## config.mk

```make
export PLATFORM = sky130hd
export DESIGN_NAME = fxp_mac_sat
export DESIGN_NICKNAME = d
export VERILOG_FILES = /design/src/rtl/fxp_mac_pkg.sv /design/src/rtl/fxp_mac_mul.sv /design/src/rtl/fxp_mac_acc.sv /design/src/rtl/fxp_mac_reduce.sv /design/src/rtl/fxp_mac_sat.sv
export SDC_FILE = /design/constraint.sdc
export NUM_CORES = 1
export LEC_CHECK = 0
export BUFFER_PORTS_ARGS = -buffer_cell sky130_fd_sc_hd__buf_2
export CAP_MARGIN = 20
export CORE_MARGIN = 2
export CORE_UTILIZATION = 50
export DETAILED_ROUTE_END_ITERATION = 8
export GPL_TIMING_DRIVEN = 0
export HOLD_SLACK_MARGIN = 0.02
export PLACE_DENSITY = 0.66
export SYNTH_ARGS = -nofsm -noshare
export SYNTH_HDL_FRONTEND = slang
export SYNTH_SLANG_ARGS = --single-unit
```

## constraint.sdc

```tcl
create_clock -name clk -period 19.62 [get_ports clk]
set_clock_uncertainty 0.15 [all_clocks]
set_input_delay 0 -clock clk [delete_from_list [all_inputs] [get_ports clk]]
set_output_delay 0 -clock clk [all_outputs]
set_load 0.03 [all_outputs]
```

## src/rtl/fxp_mac_pkg.sv

```systemverilog
package fxp_mac_pkg;

    localparam int DATA_W_DEF  = 16;
    localparam int GUARD_W_DEF = 8;
    localparam int SHIFT_W_DEF = 4;

    typedef enum logic {
        RND_TRUNC   = 1'b0,
        RND_NEAREST = 1'b1
    } rnd_mode_e;

    typedef struct packed {
        logic      store;
        rnd_mode_e mode;
    } store_ctl_t;

    // largest left shift a signed count of the given width can request
    function automatic int shift_reach(input int shw);
        return (2 ** (shw - 1)) - 1;
    endfunction

endpackage

```

## src/rtl/fxp_mac_mul.sv

```systemverilog
module fxp_mac_mul #(
    parameter int DW = fxp_mac_pkg::DATA_W_DEF
) (
    input  logic signed [DW-1:0]   op_a,
    input  logic signed [DW-1:0]   op_b,
    output logic signed [2*DW-1:0] prod
);
    localparam int PW = 2 * DW;

    // both operands sign-extended to the product width, no bits dropped
    always_comb begin
        prod = PW'(op_a) * PW'(op_b);
    end
endmodule

```

## src/rtl/fxp_mac_acc.sv

```systemverilog
module fxp_mac_acc #(
    parameter int DW = fxp_mac_pkg::DATA_W_DEF,
    parameter int GW = fxp_mac_pkg::GUARD_W_DEF
) (
    input  logic                       clk,
    input  logic                       rst,
    input  logic                       take,
    input  logic                       restart,
    input  logic signed [2*DW-1:0]     prod,
    output logic signed [2*DW+GW-1:0]  acc
);
    localparam int PW = 2 * DW;
    localparam int AW = PW + GW;

    logic signed [AW-1:0] prod_ext;
    logic signed [AW-1:0] addend_base;

    always_comb begin
        prod_ext    = {{GW{prod[PW-1]}}, prod};
        addend_base = restart ? '0 : acc;
    end

    always_ff @(posedge clk) begin
        if (rst) begin
            acc <= '0;
        end else if (take) begin
            acc <= addend_base + prod_ext;
        end else if (restart) begin
            acc <= '0;
        end
    end
endmodule

```

## src/rtl/fxp_mac_reduce.sv

```systemverilog
module fxp_mac_reduce
    import fxp_mac_pkg::*;
#(
    parameter int DW  = DATA_W_DEF,
    parameter int GW  = GUARD_W_DEF,
    parameter int SHW = SHIFT_W_DEF
) (
    input  logic signed [2*DW+GW-1:0] acc,
    input  rnd_mode_e                 mode,
    input  logic signed [SHW-1:0]     shift_amt,
    output logic        [DW-1:0]      word,
    output logic                      sat
);
    localparam int AW    = 2 * DW + GW;
    localparam int REACH = shift_reach(SHW);
    localparam int SW    = AW + REACH + 1;
    localparam int DROP  = DW - 1;

    localparam logic signed [SW-1:0] HALF  = SW'(1) <<< (DROP - 1);
    localparam logic signed [SW-1:0] MAXV  = (SW'(1) <<< (DW - 1)) - SW'(1);
    localparam logic signed [SW-1:0] MINV  = -MAXV - SW'(1);
    localparam logic        [DW-1:0] CODE_HI = {1'b0, {(DW-1){1'b1}}};
    localparam logic        [DW-1:0] CODE_LO = {1'b1, {(DW-1){1'b0}}};

    logic signed [SW-1:0]  wide;
    logic signed [SW-1:0]  scaled;
    logic signed [SW-1:0]  biased;
    logic signed [SW-1:0]  quot;
    logic        [SHW-1:0] right_cnt;
    logic                  too_big;
    logic                  too_small;

    always_comb begin
        wide      = {{(SW-AW){acc[AW-1]}}, acc};
        right_cnt = ~shift_amt + SHW'(1);
        if (shift_amt[SHW-1]) begin
            scaled = wide >>> right_cnt;
        end else begin
            scaled = wide <<< shift_amt;
        end
    end

    generate
        if (DROP > 0) begin : g_drop
            always_comb begin
                biased = (mode == RND_NEAREST) ? scaled + HALF : scaled;
                quot   = biased >>> DROP;
            end
        end else begin : g_keep
            always_comb begin
                biased = scaled;
                quot   = biased;
            end
        end
    endgenerate

    always_comb begin
        too_big   = (quot > MAXV);
        too_small = (quot < MINV);
        sat       = too_big | too_small;
        if (too_big) begin
            word = CODE_HI;
        end else if (too_small) begin
            word = CODE_LO;
        end else begin
            word = quot[DW-1:0];
        end
    end
endmodule

```

## src/rtl/fxp_mac_sat.sv

```systemverilog
module fxp_mac_sat
    import fxp_mac_pkg::*;
#(
    parameter int DW  = DATA_W_DEF,
    parameter int GW  = GUARD_W_DEF,
    parameter int SHW = SHIFT_W_DEF
) (
    input  logic                  clk,
    input  logic                  rst,
    input  logic                  in_valid,
    input  logic signed [DW-1:0]  in_sample,
    input  logic signed [DW-1:0]  in_coef,
    input  logic                  acc_clear,
    input  logic                  store_req,
    input  logic                  round_mode,
    input  logic signed [SHW-1:0] shift_amt,
    input  logic                  flag_clr,
    output logic        [DW-1:0]  out_word,
    output logic                  out_valid,
    output logic                  sat_flag
);
    localparam int PW = 2 * DW;
    localparam int AW = PW + GW;

    logic signed [PW-1:0] prod;
    logic signed [AW-1:0] acc;
    logic        [DW-1:0] red_word;
    logic                 red_sat;
    store_ctl_t           ctl;

    always_comb begin
        ctl.store = store_req;
        ctl.mode  = rnd_mode_e'(round_mode);
    end

    fxp_mac_mul #(.DW(DW)) u_mul (
        .op_a (in_sample),
        .op_b (in_coef),
        .prod (prod)
    );

    fxp_mac_acc #(.DW(DW), .GW(GW)) u_acc (
        .clk     (clk),
        .rst     (rst),
        .take    (in_valid),
        .restart (acc_clear),
        .prod    (prod),
        .acc     (acc)
    );

    fxp_mac_reduce #(.DW(DW), .GW(GW), .SHW(SHW)) u_red (
        .acc       (acc),
        .mode      (ctl.mode),
        .shift_amt (shift_amt),
        .word      (red_word),
        .sat       (red_sat)
    );

    always_ff @(posedge clk) begin
        if (rst) begin
            out_word  <= '0;
            out_valid <= 1'b0;
            sat_flag  <= 1'b0;
        end else begin
            out_valid <= ctl.store;
            if (ctl.store) begin
                out_word <= red_word;
            end
            sat_flag <= (ctl.store & red_sat) | (sat_flag & ~flag_clr);
        end
    end
endmodule

```

==> parameters.txt <==
Parameter                              Value

Outcome
  Outcome    completed

Logic synthesis
  Most frequently used flop master after synthesis    sky130_fd_sc_hd__dfxtp_1
  Fraction of post-synthesis cell area in the top cell type by area    0.363
  Number of instances in the synthesized netlist    about 2000
  Total of flip-flops plus latches after synthesis    just under 60
  Portion of the post-synthesis area used by sequential elements    0.0637
  Number of flops mapped to enable cells by yosys    0
  Top post-synthesis cells by area    sky130_fd_sc_hd__fa_1, sky130_fd_sc_hd__inv_1, sky130_fd_sc_hd__ha_1
  Syn nets    2474
  Share of async-settable or async-resettable flops after synthesis    0
  Warnings from Yosys    0
  Cell variety after synth    82
  Library cell occupying the most area in the post-synthesis netlist    sky130_fd_sc_hd__fa_1
  Post-synth design cell area    approximately 18000 um^2
  Per-instance average area after synthesis    approximately 9.2 um^2

GRT
  GRT Resource Usage Total    0.268
  Via count of the first global-routing pass    ~15000
  Pin count of the biggest net entering global routing    24
  Antenna violations before repair    0
  Global-route wire length before repair    about 80000 um
  Residual overflow from global routing    0

STA
  Highest achievable clock rate    roughly 140 MHz
  Max transition margin    0.357
  Final worst-path cycle share    0.369
  Transition time of the tightest slew-check pin    around 0.96 ns
  Final setup vio count    0
  Max-slew violations    0
  Final sum of negative setup slack    0 ns
  RSZ-0062 raised after global routing    no
  Shortest clock period the worst path allows after layout    7.24 ns
  Endpoints failing hold    0

Worst setup path
  Critical Path Source Type    input pin
  Worst path arrival time    7.33 ns
  Highest-delay cell along the critical path    sky130_fd_sc_hd__buf_1
  Most prevalent standard cell on the critical path    sky130_fd_sc_hd__fa_1
  Largest driver fanout on the critical path    10
  Critical Path End Type    flop
  Top cell family by delay on the critical path    adder cells
  Sequence of cells on the critical path    buf_2 > inv_1 > buf_1 > nor2_1 > fa_1 > fa_1 > fa_1 > fa_1 > fa_1 > inv_1 > fa_1 > inv_1 > ha_1 > o21ai_0 > a211oi_1 > a21boi_0 > a211oi_1 > nor2_1 > a211o_1 > nand3_1 > o21ai_0 > a21oi_1 > nor4_1
  Worst EP required    19.71 ns
  Startpoint-to-endpoint class of the critical path    in2reg
  Biggest cell delay along the critical path    0.58 ns
  Number of buffer and inverter instances along the worst setup path    5

Clock tree
  Worst-Skew Late Latency    about 0.34 ns
  Register clock-pin slew on the reported worst setup and hold paths    about 0.05 ns
  Largest buffer count on any clock path    2
  Resized cells post-CTS    0
  Sink Count    just under 60
  Maximum level of the CTS H-tree    3
  CTS tree    yes
  TritonCTS buffer count    9
  Root buf cell    sky130_fd_sc_hd__clkbuf_16

Cells and area
  Nets    between 2000 and 3000
  Layout cells sized above 1    0.0883
  Area of the multi-input gates    between 15000 and 20000 um^2
  Synthesis-to-finish area growth    6.94%
  Sequential standard cell area    ~1200 um^2
  Antenna Diode Count    0
  Non-Filler Cell Area, Final    around 20000 um^2
  Final standard cell utilization of the core    0.545
  # fillers    3337

Route
  Per-cell routed wire length    ~19 um
  Via count    14300
  WL met1    20600 um
  Top Metal Used    met4
  Detailed-routed wire length on met3    3840 um
  Number of remaining DRC errors    0
  Via/cell ratio    around 5.7
  Total wirelength of the detailed-routed design    around 48000 um
  DRC violation total after the first TritonRoute iteration    between 1000 and 1500
  Detail Route met2 WL    ~22000 um
  Drt first pass iters    5
  Antenna violation net count after detailed routing    0

Floorplan
  Area of the core region    35700 um^2
  Vertical die dimension    approximately 200 um
  Top-Level Pins    a little over 60
  Initial Util    0.510
  Full die area    38000 um^2
  Chip Width    between 150 and 200 um
  Cell row count    between 60 and 70

Placed design
  I/O Buffers    56
  DP Wirelength    40900 um
  Total placed instance area    19100 um^2
  Final RePlAce weighted congestion    ~0.94

Run
  Maximum capacitance violations    0

Min path
  Kind of path behind the tightest hold check    in2reg
[stage by stage]
| step | hold WS [ns] | setup WS (ns) | instances |
|---|---|---|---|
| 2_1_floorplan | -0.0522 | 13.31 | 1984 |
| 3_3_place_gp | 0.135 | 12.06 | 2501 |
| 3_5_place_dp | 0.136 | 12.21 | 2501 |
| 4_1_cts | 0.0753 | 12.54 | 2522 |
| 5_1_grt | 0.113 | 12.01 | 2522 |
| 6_report | 0.0724 | 12.38 | 2522 |
[registers in the layout, indices dropped and copies added (netlist names)]
name	flops
u_acc.acc	40
out_word	16
out_valid	1
sat_flag	1
[worst register-to-register path, stage by stage (launching register included)]
cell and delay [ns]:
sky130_fd_sc_hd__dfxtp_1 0.38, sky130_fd_sc_hd__nor2b_1 0.28, sky130_fd_sc_hd__ha_1 0.30, sky130_fd_sc_hd__fa_1 0.49
sky130_fd_sc_hd__fa_1 0.52, sky130_fd_sc_hd__inv_1 0.05, sky130_fd_sc_hd__fa_1 0.50, sky130_fd_sc_hd__inv_1 0.06
sky130_fd_sc_hd__fa_1 0.47, sky130_fd_sc_hd__ha_1 0.38, sky130_fd_sc_hd__and4_1 0.26, sky130_fd_sc_hd__nand2_1 0.07
sky130_fd_sc_hd__or3_1 0.43, sky130_fd_sc_hd__a21bo_2 0.27, sky130_fd_sc_hd__a32oi_1 0.34, sky130_fd_sc_hd__nand2_1 0.14
sky130_fd_sc_hd__a311oi_1 0.44, sky130_fd_sc_hd__a211oi_1 0.21, sky130_fd_sc_hd__a21oi_1 0.23, sky130_fd_sc_hd__xor2_1 0.09
sky130_fd_sc_hd__a22o_1 0.20
[final timing paths]
path / start / to / slack, ns / cells after the start
setup / recovery: in_coef[15] / u_acc.acc[39] / 12.38 / 23
hold / removal: in_valid / u_acc.acc[15] / 0.07 / 4
setup reg to reg: u_acc.acc[9] / u_acc.acc[38] / 13.26 / 20
hold reg to reg: out_word[4] / out_word[4] / 0.33 / 1
[metal layers]
metal / vias up / track usage
li1: 6490 / -
met1: 7224 / 0.370
met2: 537 / 0.442
met3: 80 / 0.0500
met4: 0 / 0.0563
met5: - / 0
[synthesized netlist by cell type, drive strengths merged (4+ instances only)]
library cell,n
xnor2,41
nor4,9
clkbuf,58
nand2b,9
mux2i,54
and2,121
o211ai,10
a22oi,7
nand2,175
ha,117
fa,330
mux2,12
or2,10
a211oi,8
o21a,6
nand4,8
a221o,17
xor2,20
or3,9
a21o,13
dfxtp,58
o21bai,6
o22ai,5
buf,36
a211o,4
o21ai,35
a21boi,4
nor2,109
a22o,10
a32oi,13
a31oi,8
mux4,57
nand3b,5
a21oi,48
nor3,18
nor2b,46
inv,417
nor3b,5
nand3,26
[layout by cell type (no fill, tap or decap), types with 6 or more instances in the layout]
master	synthesis	final
sky130_fd_sc_hd__inv_1	416	416
sky130_fd_sc_hd__nor2b_1	46	46
sky130_fd_sc_hd__a22oi_1	7	7
sky130_fd_sc_hd__and2_1	121	121
sky130_fd_sc_hd__a32oi_1	12	12
sky130_fd_sc_hd__buf_1	9	9
sky130_fd_sc_hd__xor2_1	20	20
sky130_fd_sc_hd__a21oi_1	48	48
sky130_fd_sc_hd__buf_4	6	6
sky130_fd_sc_hd__nor3_1	18	18
sky130_fd_sc_hd__a21o_1	13	13
sky130_fd_sc_hd__xnor2_1	40	40
sky130_fd_sc_hd__o21bai_1	6	6
sky130_fd_sc_hd__o211ai_1	9	9
sky130_fd_sc_hd__mux4_1	10	10
sky130_fd_sc_hd__ha_1	117	117
sky130_fd_sc_hd__nand2_1	174	174
sky130_fd_sc_hd__buf_2	11	67
sky130_fd_sc_hd__nand3_1	26	26
sky130_fd_sc_hd__mux4_2	47	47
sky130_fd_sc_hd__nand2b_1	9	9
sky130_fd_sc_hd__mux2i_1	54	54
sky130_fd_sc_hd__a31oi_1	8	8
sky130_fd_sc_hd__a211oi_1	8	8
sky130_fd_sc_hd__fa_1	330	329
sky130_fd_sc_hd__nor4_1	7	7
sky130_fd_sc_hd__or2_2	10	10
sky130_fd_sc_hd__dfxtp_1	58	58
sky130_fd_sc_hd__a221o_1	17	17
sky130_fd_sc_hd__o21ai_0	34	34
sky130_fd_sc_hd__nand4_1	7	7
sky130_fd_sc_hd__or3_1	9	9
sky130_fd_sc_hd__a22o_1	10	10
sky130_fd_sc_hd__buf_6	9	9
sky130_fd_sc_hd__mux2_2	12	12
sky130_fd_sc_hd__o21a_1	6	6
sky130_fd_sc_hd__clkbuf_1	58	59
sky130_fd_sc_hd__nor2_1	109	109
sky130_fd_sc_hd__clkbuf_16	0	9
[cells by family after synthesis]
logic type / share of synthesized area
AOI/OAI and AO/OA: 0.0849
xor gates and xnor gates: 0.0297
adders and majority gates: 0.443
buffers and inverters: 0.112
DFF: 0.0637
muxes: 0.110
and+or+nand+nor: 0.157
[what timing repair did]
item / 4_1_cts / 5_1_grt
endpoints found under the hold margin: 5 / 0
setup buffers: 0 / 0
hold buffers: 5 / 0
[cell type report]
class,count,area share
buffer,94,0.0243
clock buffer,12,0.0132
clock inverter,4,0.00501
inverter,418,0.0805
multi-input combinational,1414,0.771
sequential,58,0.0596
tap,461,0.0296
timing repair buffer,61,0.0170
Power is left out: the tool's default activity adds up to more than one toggle a clock period on the data nets, which glitch-free logic cannot reach.
